File: src/rtl/pvn_pkg.sv
package pvn_pkg;
  localparam int unsigned ADDR_W = 16;
  localparam int unsigned N_TGT  = 6;

  localparam int unsigned TGT_P0   = 0;
  localparam int unsigned TGT_P1   = 1;
  localparam int unsigned TGT_P2   = 2;
  localparam int unsigned TGT_P3   = 3;
  localparam int unsigned TGT_ROM  = 4;
  localparam int unsigned TGT_SRAM = 5;

  typedef logic [N_TGT-1:0]  tgt_sel_t;
  typedef logic [ADDR_W-1:0] addr_t;

  typedef enum logic [1:0] {
    SEG_FLASH = 2'd0,
    SEG_UROM  = 2'd1,
    SEG_SRAM  = 2'd2,
    SEG_RSVD  = 2'd3
  } exec_seg_e;

  typedef enum logic [1:0] {
    RGN_NONE,
    RGN_PAGES,
    RGN_ROM,
    RGN_SRAM
  } region_e;
endpackage

File: src/rtl/pvn_window.sv
module pvn_window
  import pvn_pkg::*;
#(
  parameter addr_t       BASE = '0,
  parameter int unsigned AW   = 8
) (
  input  addr_t addr_i,
  output logic  hit_o,
  output addr_t off_o
);
  addr_t rel;

  always_comb begin
    rel   = addr_i - BASE;
    hit_o = (rel >> AW) == '0;
    off_o = hit_o ? rel : '0;
  end
endmodule

File: src/rtl/pvn_fetch_map.sv
module pvn_fetch_map
  import pvn_pkg::*;
#(
  parameter int unsigned ROM_AW    = 12,
  parameter int unsigned SRAM_AW   = 8,
  parameter addr_t       SRAM_BASE = 16'hA000
) (
  input  addr_t    addr_i,
  input  logic     upper_exec_i,
  output tgt_sel_t sel_o,
  output addr_t    word_o,
  output logic     err_o
);
  localparam addr_t ROM_BASE = 16'h8000;

  logic  rom_hit, sram_hit;
  addr_t rom_off, sram_off;

  pvn_window #(.BASE(ROM_BASE), .AW(ROM_AW)) u_rom_win (
    .addr_i(addr_i), .hit_o(rom_hit), .off_o(rom_off)
  );
  pvn_window #(.BASE(SRAM_BASE), .AW(SRAM_AW)) u_sram_win (
    .addr_i(addr_i), .hit_o(sram_hit), .off_o(sram_off)
  );

  always_comb begin
    sel_o  = '0;
    word_o = '0;
    err_o  = 1'b0;
    if (!addr_i[15]) begin
      sel_o[addr_i[14] ? TGT_P1 : TGT_P0] = 1'b1;
      word_o = {2'b00, addr_i[13:0]};
    end else if (upper_exec_i) begin
      sel_o[addr_i[14] ? TGT_P3 : TGT_P2] = 1'b1;
      word_o = {2'b00, addr_i[13:0]};
    end else if (rom_hit) begin
      sel_o[TGT_ROM] = 1'b1;
      word_o = rom_off;
    end else if (sram_hit) begin
      sel_o[TGT_SRAM] = 1'b1;
      word_o = sram_off;
    end else begin
      err_o = 1'b1;
    end
  end

  always_comb begin
    a_r11_fetch_onehot: assert ($onehot0(sel_o) && (err_o == (sel_o == '0)))
      else $error("fetch select not one-hot or error flag mismatch");
    a_r2_fetch_err_quiet: assert (!err_o || word_o == '0)
      else $error("fetch error with nonzero word");
    a_r3_upper_no_rom_sram: assert (!upper_exec_i || !(sel_o[TGT_ROM] || sel_o[TGT_SRAM]))
      else $error("ROM/SRAM fetched with upper execution on");
    a_r1_low_half_flash: assert (addr_i[15] || (sel_o[TGT_P0] || sel_o[TGT_P1]))
      else $error("low fetch half not on P0/P1");
  end
endmodule

File: src/rtl/pvn_data_map.sv
module pvn_data_map
  import pvn_pkg::*;
#(
  parameter int unsigned ROM_AW  = 12,
  parameter int unsigned SRAM_AW = 8
) (
  input  addr_t     addr_i,
  input  logic      byte_mode_i,
  input  logic [1:0] code_sel_i,
  input  exec_seg_e exec_seg_i,
  output tgt_sel_t  sel_o,
  output addr_t     word_o,
  output logic [1:0] lane_o,
  output logic      err_o
);
  addr_t     off;
  region_e   rgn;
  logic      rom_hit, sram_hit;
  addr_t     rom_off, sram_off;
  logic [1:0] page;

  // offset inside the selected half, in words
  assign off = byte_mode_i ? {2'b00, addr_i[14:1]} : {1'b0, addr_i[14:0]};

  pvn_window #(.BASE('0), .AW(ROM_AW)) u_rom_win (
    .addr_i(off), .hit_o(rom_hit), .off_o(rom_off)
  );
  pvn_window #(.BASE('0), .AW(SRAM_AW)) u_sram_win (
    .addr_i(off), .hit_o(sram_hit), .off_o(sram_off)
  );

  always_comb begin
    unique case (exec_seg_i)
      SEG_FLASH: rgn = addr_i[15] ? RGN_ROM   : RGN_SRAM;
      SEG_UROM:  rgn = addr_i[15] ? RGN_PAGES : RGN_SRAM;
      SEG_SRAM:  rgn = addr_i[15] ? RGN_ROM   : RGN_PAGES;
      default:   rgn = RGN_NONE;
    endcase
  end

  assign page = byte_mode_i ? code_sel_i : {code_sel_i[1], off[14]};

  always_comb begin
    sel_o  = '0;
    word_o = '0;
    lane_o = '0;
    err_o  = 1'b0;
    unique case (rgn)
      RGN_PAGES: begin
        sel_o[TGT_P0 + int'(page)] = 1'b1;
        word_o = {2'b00, off[13:0]};
      end
      RGN_ROM: begin
        sel_o[TGT_ROM] = rom_hit;
        word_o = rom_off;
        err_o  = !rom_hit;
      end
      RGN_SRAM: begin
        sel_o[TGT_SRAM] = sram_hit;
        word_o = sram_off;
        err_o  = !sram_hit;
      end
      default: err_o = 1'b1;
    endcase
    if (!err_o) lane_o = byte_mode_i ? (addr_i[0] ? 2'b10 : 2'b01) : 2'b11;
  end

  always_comb begin
    a_r11_data_onehot: assert ($onehot0(sel_o) && (err_o == (sel_o == '0)))
      else $error("data select not one-hot or error flag mismatch");
    a_r10_err_quiet: assert (!err_o || (word_o == '0 && lane_o == '0))
      else $error("data error with live address or lanes");
    a_r9_no_self_rom: assert (!(exec_seg_i == SEG_UROM && sel_o[TGT_ROM]))
      else $error("executing ROM selected as data");
    a_r9_no_self_sram: assert (!(exec_seg_i == SEG_SRAM && sel_o[TGT_SRAM]))
      else $error("executing SRAM selected as data");
    a_r4_no_pages_from_flash: assert (!(exec_seg_i == SEG_FLASH && (sel_o[3:0] != '0)))
      else $error("program page selected as data while executing flash");
    a_r8_byte_one_lane: assert (!byte_mode_i || err_o || $countones(lane_o) == 1)
      else $error("byte access enables other than one lane");
  end
endmodule

File: src/rtl/pvn_addr_mapper.sv
module pvn_addr_mapper
  import pvn_pkg::*;
#(
  parameter int unsigned ROM_AW    = 12,
  parameter int unsigned SRAM_AW   = 8,
  parameter logic [15:0] SRAM_BASE = 16'hA000
) (
  input  logic [15:0] fetch_addr_i,
  input  logic [15:0] data_addr_i,
  input  logic        byte_mode_i,
  input  logic        upper_exec_i,
  input  logic [1:0]  code_sel_i,
  input  logic [1:0]  exec_seg_i,
  output logic [5:0]  fetch_sel_o,
  output logic [15:0] fetch_word_o,
  output logic        fetch_err_o,
  output logic [5:0]  data_sel_o,
  output logic [15:0] data_word_o,
  output logic [1:0]  data_lane_o,
  output logic        data_err_o
);
  exec_seg_e seg;
  assign seg = exec_seg_e'(exec_seg_i);

  pvn_fetch_map #(
    .ROM_AW(ROM_AW), .SRAM_AW(SRAM_AW), .SRAM_BASE(SRAM_BASE)
  ) u_fetch (
    .addr_i      (fetch_addr_i),
    .upper_exec_i(upper_exec_i),
    .sel_o       (fetch_sel_o),
    .word_o      (fetch_word_o),
    .err_o       (fetch_err_o)
  );

  pvn_data_map #(
    .ROM_AW(ROM_AW), .SRAM_AW(SRAM_AW)
  ) u_data (
    .addr_i     (data_addr_i),
    .byte_mode_i(byte_mode_i),
    .code_sel_i (code_sel_i),
    .exec_seg_i (seg),
    .sel_o      (data_sel_o),
    .word_o     (data_word_o),
    .lane_o     (data_lane_o),
    .err_o      (data_err_o)
  );
endmodule

File: config.mk
export PLATFORM = sky130hd
export DESIGN_NAME = pvn_addr_mapper
export DESIGN_NICKNAME = d
export VERILOG_FILES = /design/src/rtl/pvn_pkg.sv /design/src/rtl/pvn_window.sv /design/src/rtl/pvn_fetch_map.sv /design/src/rtl/pvn_data_map.sv /design/src/rtl/pvn_addr_mapper.sv
export SDC_FILE = /design/constraint.sdc
export NUM_CORES = 1
export LEC_CHECK = 0
export BUFFER_PORTS_ARGS = -buffer_cell sky130_fd_sc_hd__clkbuf_2
export CAP_MARGIN = 40
export CORE_AREA = 2 2 46 48
export DETAILED_ROUTE_END_ITERATION = 8
export DIE_AREA = 0 0 48 50
export PLACE_DENSITY = 0.95
export SLEW_MARGIN = 25
export SYNTH_ARGS = -nofsm -noshare
export SYNTH_HDL_FRONTEND = slang
export SYNTH_SLANG_ARGS = --single-unit
File: constraint.sdc
create_clock -name vclk -period 3.2
set_input_delay 0.64 -clock vclk [all_inputs]
set_output_delay 0.64 -clock vclk [all_outputs]
set_load 0.02 [all_outputs]
======== Word level (Yosys, flattened, before mapping) ========
Index checks and enable logic that the tools add are counted.
storage, ports and cells
  register bits after elaboration ......... 0
  output and inout bits ................... 48
  word-level logic and storage cells ...... 61
cells by class
  add/subtract/negate cells ............... 2
  $lt $le $gt $ge ......................... 6
  eq/ne operators ......................... 5
  mux-type cells .......................... 38
  reductions and logical operators ........ 10
operators by type and width
  operator                                                                 count
  16-bit two-way mux                                                       6
  32-bit by 1-bit >= comparator with 1-bit output (second input constant)  2
  16-bit zero test                                                         4
  32-bit by 4-bit < comparator with 1-bit output (second input constant)   2
  16-bit case mux with 3 select lines                                      1
  16-bit subtractor (second input constant)                                2
  1-bit two-way mux                                                        16
  15-bit two-way mux                                                       1
  2-bit two-way mux                                                        6
  4-bit two-way mux                                                        2
  1-bit demux with 3-bit select                                            2
  2-bit == test (second input constant)                                    3
  6-bit two-way mux                                                        1
  2-bit case mux with 3 select lines                                       1
  2-bit by 1-bit == test with 1-bit output (second input constant)         2
  2-bit by 4-bit < comparator with 1-bit output (second input constant)    1
  1-bit logical AND                                                        3
  1-bit case mux with 3 select lines                                       1
  1-bit demux with 2-bit select                                            1
  2-bit by 1-bit >= comparator with 1-bit output (second input constant)   1
  1-bit zero test                                                          2
  2-bit zero test                                                          1

======== Longest topological paths before layout ========
Gate-level depths: netlist of run 1.
  word-level depth ........................ 7
  mapped depth ............................ 5
  gate-level depth less buffers ........... 5

======== By module ========
Synthesis of run 1 repeated with hierarchy kept, for this count alone.
second synthesis, totals
  cell total of the unflattened synthesis .. 269
  area, all modules ....................... 1886.8 µm²
by module, submodules not included
  module                              times used  cells an instance  area each (µm²)
  pvn_data_map                        1           103                742.0
  pvn_fetch_map                       1           64                 404.1
  pvn_window at u_data.u_rom_win ...  2           19                 143.9
  pvn_window at u_fetch.u_sram_win    1           34                 234.0
  pvn_window at u_data.u_sram_win     1           30                 219.0

======== Worst setup path before layout of run 1 ========
Ideal clock, no wire load.
  kind .................................... input -> output
  start ................................... input fetch_addr_i[14]
  end ..................................... output fetch_sel_o[5]
  data arrival time ....................... 1868 ps
  setup slack ............................. 692 ps
  stages .................................. 5
  path buffers ............................ 0
  cell sequence ........................... inv_1 ha_1 nor4b_2 nand4_2 nor3_1
on the way
  word-level cells in the longest chain between the ends .. 7
  elaborated cells on any way between the ends .. 20
  those cells by class .................... add/sub (2); order compare (4); mux (10); reduce/logical (4)
RTL lines
  item                                                                                                                                            line                                      text
  from (decl)                                                                                                                                     pvn_addr_mapper.sv:8                      input logic [15:0] fetch_addr_i,
  1-bit two-way mux                                                                                                                               pvn_fetch_map.sv:31, pvn_fetch_map.sv:34
  32-bit by 1-bit >= comparator with 1-bit output (not written as such) / 32-bit by 4-bit < comparator with 1-bit output (equally long branches)  pvn_fetch_map.sv:34                       sel_o[addr_i[14] ? TGT_P3 : TGT_P2] = 1'b1;
  1-bit logical AND (not written as such)                                                                                                         pvn_fetch_map.sv:34
  1-bit two-way mux                                                                                                                               pvn_fetch_map.sv:34
  1-bit demux with 3-bit select                                                                                                                   n/a
  2-bit two-way mux                                                                                                                               pvn_fetch_map.sv:33                       end else if (upper_exec_i) begin
  6-bit two-way mux (*)                                                                                                                           pvn_fetch_map.sv:30                       if (!addr_i[15]) begin
  to (decl)                                                                                                                                       pvn_addr_mapper.sv:14                     output logic [5:0] fetch_sel_o,
Mark *: on every way between the ends. The rest lies on a longest branch, timed or not.

======== Final worst setup path of run 1 ========
  start ................................... input fetch_addr_i[14]
  end ..................................... output fetch_word_o[6]
on the way
  word-level cells in the longest chain between the ends .. 6
  elaborated cells on any way between the ends .. 8
  those cells by class .................... add/sub (2); mux (4); reduce/logical (2)
RTL lines
  item                    line                   text
  16-bit subtractor       pvn_window.sv:14       rel = addr_i - BASE;
  16-bit zero test        pvn_window.sv:15       hit_o = (rel >> AW) == '0;
  16-bit two-way mux      pvn_fetch_map.sv:39    end else if (sram_hit) begin
  16-bit two-way mux (*)  pvn_fetch_map.sv:36    end else if (rom_hit) begin
  16-bit two-way mux (*)  pvn_fetch_map.sv:33
  16-bit two-way mux (*)  pvn_fetch_map.sv:30
  to (decl)               pvn_addr_mapper.sv:15  output logic [15:0] fetch_word_o,
Marks and branches as above.

==> impl_metrics.yaml, run 1 <==
yosys:
  synthesis.area_um2: 659
  synth_area_leaders: "mux2i_1 (20%), a21boi_1 (9.1%), a21oi_1 (8.3%), nor2_1 (5.1%), and2_1 (4.7%)"
  syn_avg_cell_area_um2: 7.25
  synth_compound_area_share_pct: 21.6
  synth_top_area_share_pct: 19.7
  yosysWarnings: 0
  synth-adder-area-share_pct: 1.90
  synthTopCellsByCount: "mux2i_1 (13), a21oi_1 (11), nor2_1 (9)"
  synth_top_family_by_area: "simple AND/OR/NAND/NOR gates"
  yosysTopAreaCell: "mux2i_1"
  synthCells: 91
  synthSimpleGateAreaFrac_pct: 42.9
  post-synth-top-count-cell: "mux2i_1"
  synth.distinct_cells: 29
  synth-xor-area-share_pct: 1.33
  seq_area_frac_synth_pct: 0
  muxShareOfSynthArea_pct: 19.7
sta:
  final.period_utilization_pct: 82.3
  max-slew-margin-rel_pct: 54.3
  setup_tns_ns: 0
  hold_viol_final: 0
  setup_viol: 0
  hold-worst-slack_ns: 1.58
  max_freq_mhz: 380
  worst_pin_slew_ns: 0.683
  rsz0062_at_grt: "no"
  finalCriticalPeriod_ns: 2.63
  drv_slew: 0
route:
  ant_nets: 0
  dr_total_vias: 942
  drt_iter0_markers: 6
  finalWirelength_mm: 1.99
  wl_per_cell_um: 10.2
  dr.pass1.iters: 4
  drc: 0
  routed_via_density: 4.83
global_route:
  antenna_found_initial: 0
  overflow: 0
  grt_use_total_pct: 14.9
  grt_pass1_wl_mm: 2.86
  grt_pass1_vias: 768
  grt_start_max_net_pins: 16
clock_network:
  cts_hold_buf: 0
  post-cts-setup-buffers: 0
  ctsResizeCount: 0
critical_path:
  cp.arrival_ns: 1.99
  startpoint_type: "input port"
  end_kind: "primary output"
  worstPathCellList: "clkbuf_2 -> inv_1 -> ha_1 -> nor4b_2 -> nand4_2 -> a21boi_1 -> clkbuf_2"
  path_class: "input port to primary output"
  slowest_delay_ns: 0.27
  worst-path-buf-inv: 3
  cp.required_ns: 2.56
  critPathTopFamily: "simple AND/OR/NAND/NOR gates"
  cp_slowest_cell: "ha_1"
  crit_top_cell: "clkbuf_2"
  critPathMaxFanout: 10
floorplanning:
  io_pins: 86
  die-width_um: 48
  row_count: 16
  die_area_um2: 2400
  core_um2: 1900
  die_height_um: 50
  start_util_pct: 34.7
layout:
  drive_gt1_share_pct: 53.0
  nets: 209
  nFillCells: 178
  nClkBuffers: 0
  seq_cell_count: 0
  antenna_cells: 0
  multiInputGateArea_um2: 592
  synthToLayoutAreaGrowth_pct: 60.0
  seq_area_um2: 0
power:
  total_power_mw: 0.167
  ir_worst_vdd_mv: 0.0839
  p_per_area_nw_per_um2: 158
  p_leak_nw: 0.649
place:
  place_congestion: 0.708
  dp_hpwl_mm: 1.77
  port_buffers: 82
status:
  outcome: "finished clean"
run:
  cap_violations: 0
min_path:
  min_path_type: "input port to primary output"
-- tightest hold or removal path: cells and delay by family --
family / cells / cell delay (ns)
buf+inv: 2 / 0.24
simple gates: 1 / 0.05
-- routing by layer --
metal / vias up / GRT usage [%] / share of wire, %
met2: 71 / 30.0 / 48
met1: 395 / 15.9 / 37
met4: 0 / 1.35 / 0.96
li1: 474 / - / -
met3: 2 / 1.47 / 15
met5: - / 0 / 0
-- path summary, 6_finish.rpt --
| path | from | endpoint | slack [ns] | depth (start not counted) |
|---|---|---|---|---|
| worst max-delay path | fetch_addr_i[14] | fetch_word_o[6] | 0.57 | 7 |
| worst min-delay path | code_sel_i[1] | data_sel_o[0] | 1.58 | 3 |
-- power by group --
part | leakage [nW] | internal, mW | total, mW | switching (mW)
Sequential | 0 | 0 | 0 | 0
Combinational | 0.649 | 0.0656 | 0.167 | 0.101
Clock | 0 | 0 | 0 | 0
-- final cells by class --
type / count / share of cell area [%]
multi-input combinational: 82 / 56.1
inverter: 3 / 1.07
tap: 27 / 3.20
timing repair buffer: 83 / 39.6
-- cell usage in the layout (no fill, tap or decap), drive strengths merged --
master	Yosys	routed
clkbuf	1	82
mux2i	13	13
a21oi	11	11
nor2	9	9
a21boi	8	8
and2	5	5
nor2b	5	5
nor3	4	4
conb	1	4
inv	3	3
and3	3	3
nand2b	3	3
nor3b	3	3
nor4	2	2
and3b	2	2
nand2	2	2
nor4b	2	2
nand3	1	1
a211oi	1	1
a22oi	1	1
xor2	1	1
nand4	1	1
ha	1	1
buf	8	1
-- stage by stage --
stage	area [um2]	std cells	utilization, %	worst slack (ns)
after floorplan	671	94	-	0.692
after global placement	1050	195	55.5	0.604
after detailed placement	1050	195	55.5	0.563
after CTS	1050	195	55.5	0.560
after global routing	1050	195	55.5	0.382
final	1050	195	55.5	0.566
-- cell families after synthesis --
logic type      after synthesis
simple gates                 42
other cells                   1
buf+inv                      12
xor+xnor                      1
mux                          13
fa+ha+maj                     1
compound gates               21
No activity file was read; power rests on OpenSTA's default activity.
==> inputs of run 2 (changes only) <==
CORE_AREA = 2 2 50 52   (was 2 2 46 48)
DIE_AREA = 0 0 52 54   (was 0 0 48 50)
PLACE_DENSITY = 0.86   (was 0.95)
clock period = 2.4 ns   (was 3.2 ns; I/O delays follow)
==> impl_metrics.yaml, run 2 (synthesized netlist as in run 1, its figures left out) <==
sta:
  rsz0062_at_grt: "no"
  finalCriticalPeriod_ns: 2.30
  final.period_utilization_pct: 95.7
  drv_slew: 0
  hold-worst-slack_ns: 1.27
  max_freq_mhz: 435
  hold_viol_final: 0
  setup_viol: 0
  setup_tns_ns: 0
floorplanning:
  core_um2: 2320
  die_height_um: 54
  start_util_pct: 28.4
  die_area_um2: 2810
  row_count: 18
  die-width_um: 52
  io_pins: 86
power:
  total_power_mw: 0.226
  p_per_area_nw_per_um2: 211
  ir_worst_vdd_mv: 0.0957
  p_leak_nw: 0.656
critical_path:
  worstPathCellList: "clkbuf_2 -> inv_1 -> ha_1 -> nor4b_2 -> nand4_2 -> a21boi_1 -> clkbuf_2"
  crit_top_cell: "clkbuf_2"
  cp_slowest_cell: "ha_1"
  cp.required_ns: 1.92
  end_kind: "primary output"
  critPathMaxFanout: 10
  slowest_delay_ns: 0.28
  path_class: "input port to primary output"
  cp.arrival_ns: 1.82
  startpoint_type: "input port"
place:
  place_congestion: 0.762
  port_buffers: 82
  dp_hpwl_mm: 1.83
min_path:
  holdPathStages: 3
  whs_endpoint: "data_sel_o[0]"
  holdCritStartpoint: "code_sel_i[1]"
  min_path_type: "input port to primary output"
global_route:
  met3_usage_pct: 0.556
  grtUsageMet2_pct: 27.0
  grt_busiest_layer: "met2"
  grt_pass1_wl_mm: 3.00
  grt_use_total_pct: 13.2
  grtUsageMet1_pct: 15.9
  grt_pass1_vias: 715
  grt_start_max_net_pins: 16
  overflow: 0
  antenna_found_initial: 0
layout:
  seq_area_um2: 0
  nClkBuffers: 0
  seq_cell_count: 0
  synthToLayoutAreaGrowth_pct: 62.8
  antenna_cells: 0
  final_core_util_pct: 46.3
  nets: 211
  final_cell_mix: "clkbuf_2 (82), mux2i_1 (13), a21oi_1 (11)"
  layout_commonest_cell: "clkbuf_2"
  drive_gt1_share_pct: 53.5
route:
  drc: 0
  routed_via_density: 4.75
  ant_nets: 0
  dr_total_vias: 949
  dr.pass1.iters: 4
  drt_iter0_markers: 13
  wl_per_cell_um: 10.2
  finalWirelength_mm: 2.04
status:
  outcome: "finished clean"
run:
  cap_violations: 0
clock_network:
  post-cts-setup-buffers: 0
==> run 2: changes by cell type in the layout (fill, tap and decap cells not counted), sizes merged <==
cell  delta
buf      +2
==> run 2: worst max-delay path by stage <==
stage / startpoint / end / slack (ns)
floorplan: fetch_addr_i[14] / fetch_sel_o[5] / 0.21
global placement: fetch_addr_i[14] / fetch_word_o[5] / 0.17
detailed placement: fetch_addr_i[14] / fetch_word_o[2] / 0.07
CTS: fetch_addr_i[14] / fetch_word_o[2] / 0.07
global route: fetch_addr_i[14] / fetch_word_o[1] / 0.01
finish: fetch_addr_i[14] / fetch_word_o[2] / 0.10
==> run 2: metrics by stage <==
stage / instances / setup WS, ns / instance area (um2)
after floorplan: 94 / 0.212 / 671
after global placement: 200 / 0.169 / 1070
after detailed placement: 200 / 0.0746 / 1070
after CTS: 200 / 0.0693 / 1070
after global routing: 200 / 0.0112 / 1070
final: 200 / 0.103 / 1070
==> run 2: metal layers <==
metal  wire, um  share of wire [%]
met1        757                 37
met2       1040                 51
met3        238                 12
met4          0                  0
met5          0                  0
==> run 2: timing repair <==
item	in CTS	in global routing
endpoints found under the setup margin	0	6
resized for setup	0	0
hold buffers	0	0
==> run 2: cell type report <==
cell class                      instances  area, um2
Fill cell                             244       1250
Multi-Input combinational cell         82        592
Timing Repair Buffer                   85        433
Tap cell                               30       37.5
Inverter                                3       11.3
==> run 2: power by group <==
part | switching, mW | internal (mW) | total (mW)
Clock | 0 | 0 | 0
Combinational | 0.136 | 0.0905 | 0.226
Sequential | 0 | 0 | 0
==> run 2: worst max-delay path: cells and delay by family <==
family | cells | cell delay, ns
and+or+nand+nor | 2 | 0.45
adders and majority gates | 1 | 0.28
AOI/OAI and AO/OA | 1 | 0.22
buffers and inverters | 3 | 0.39
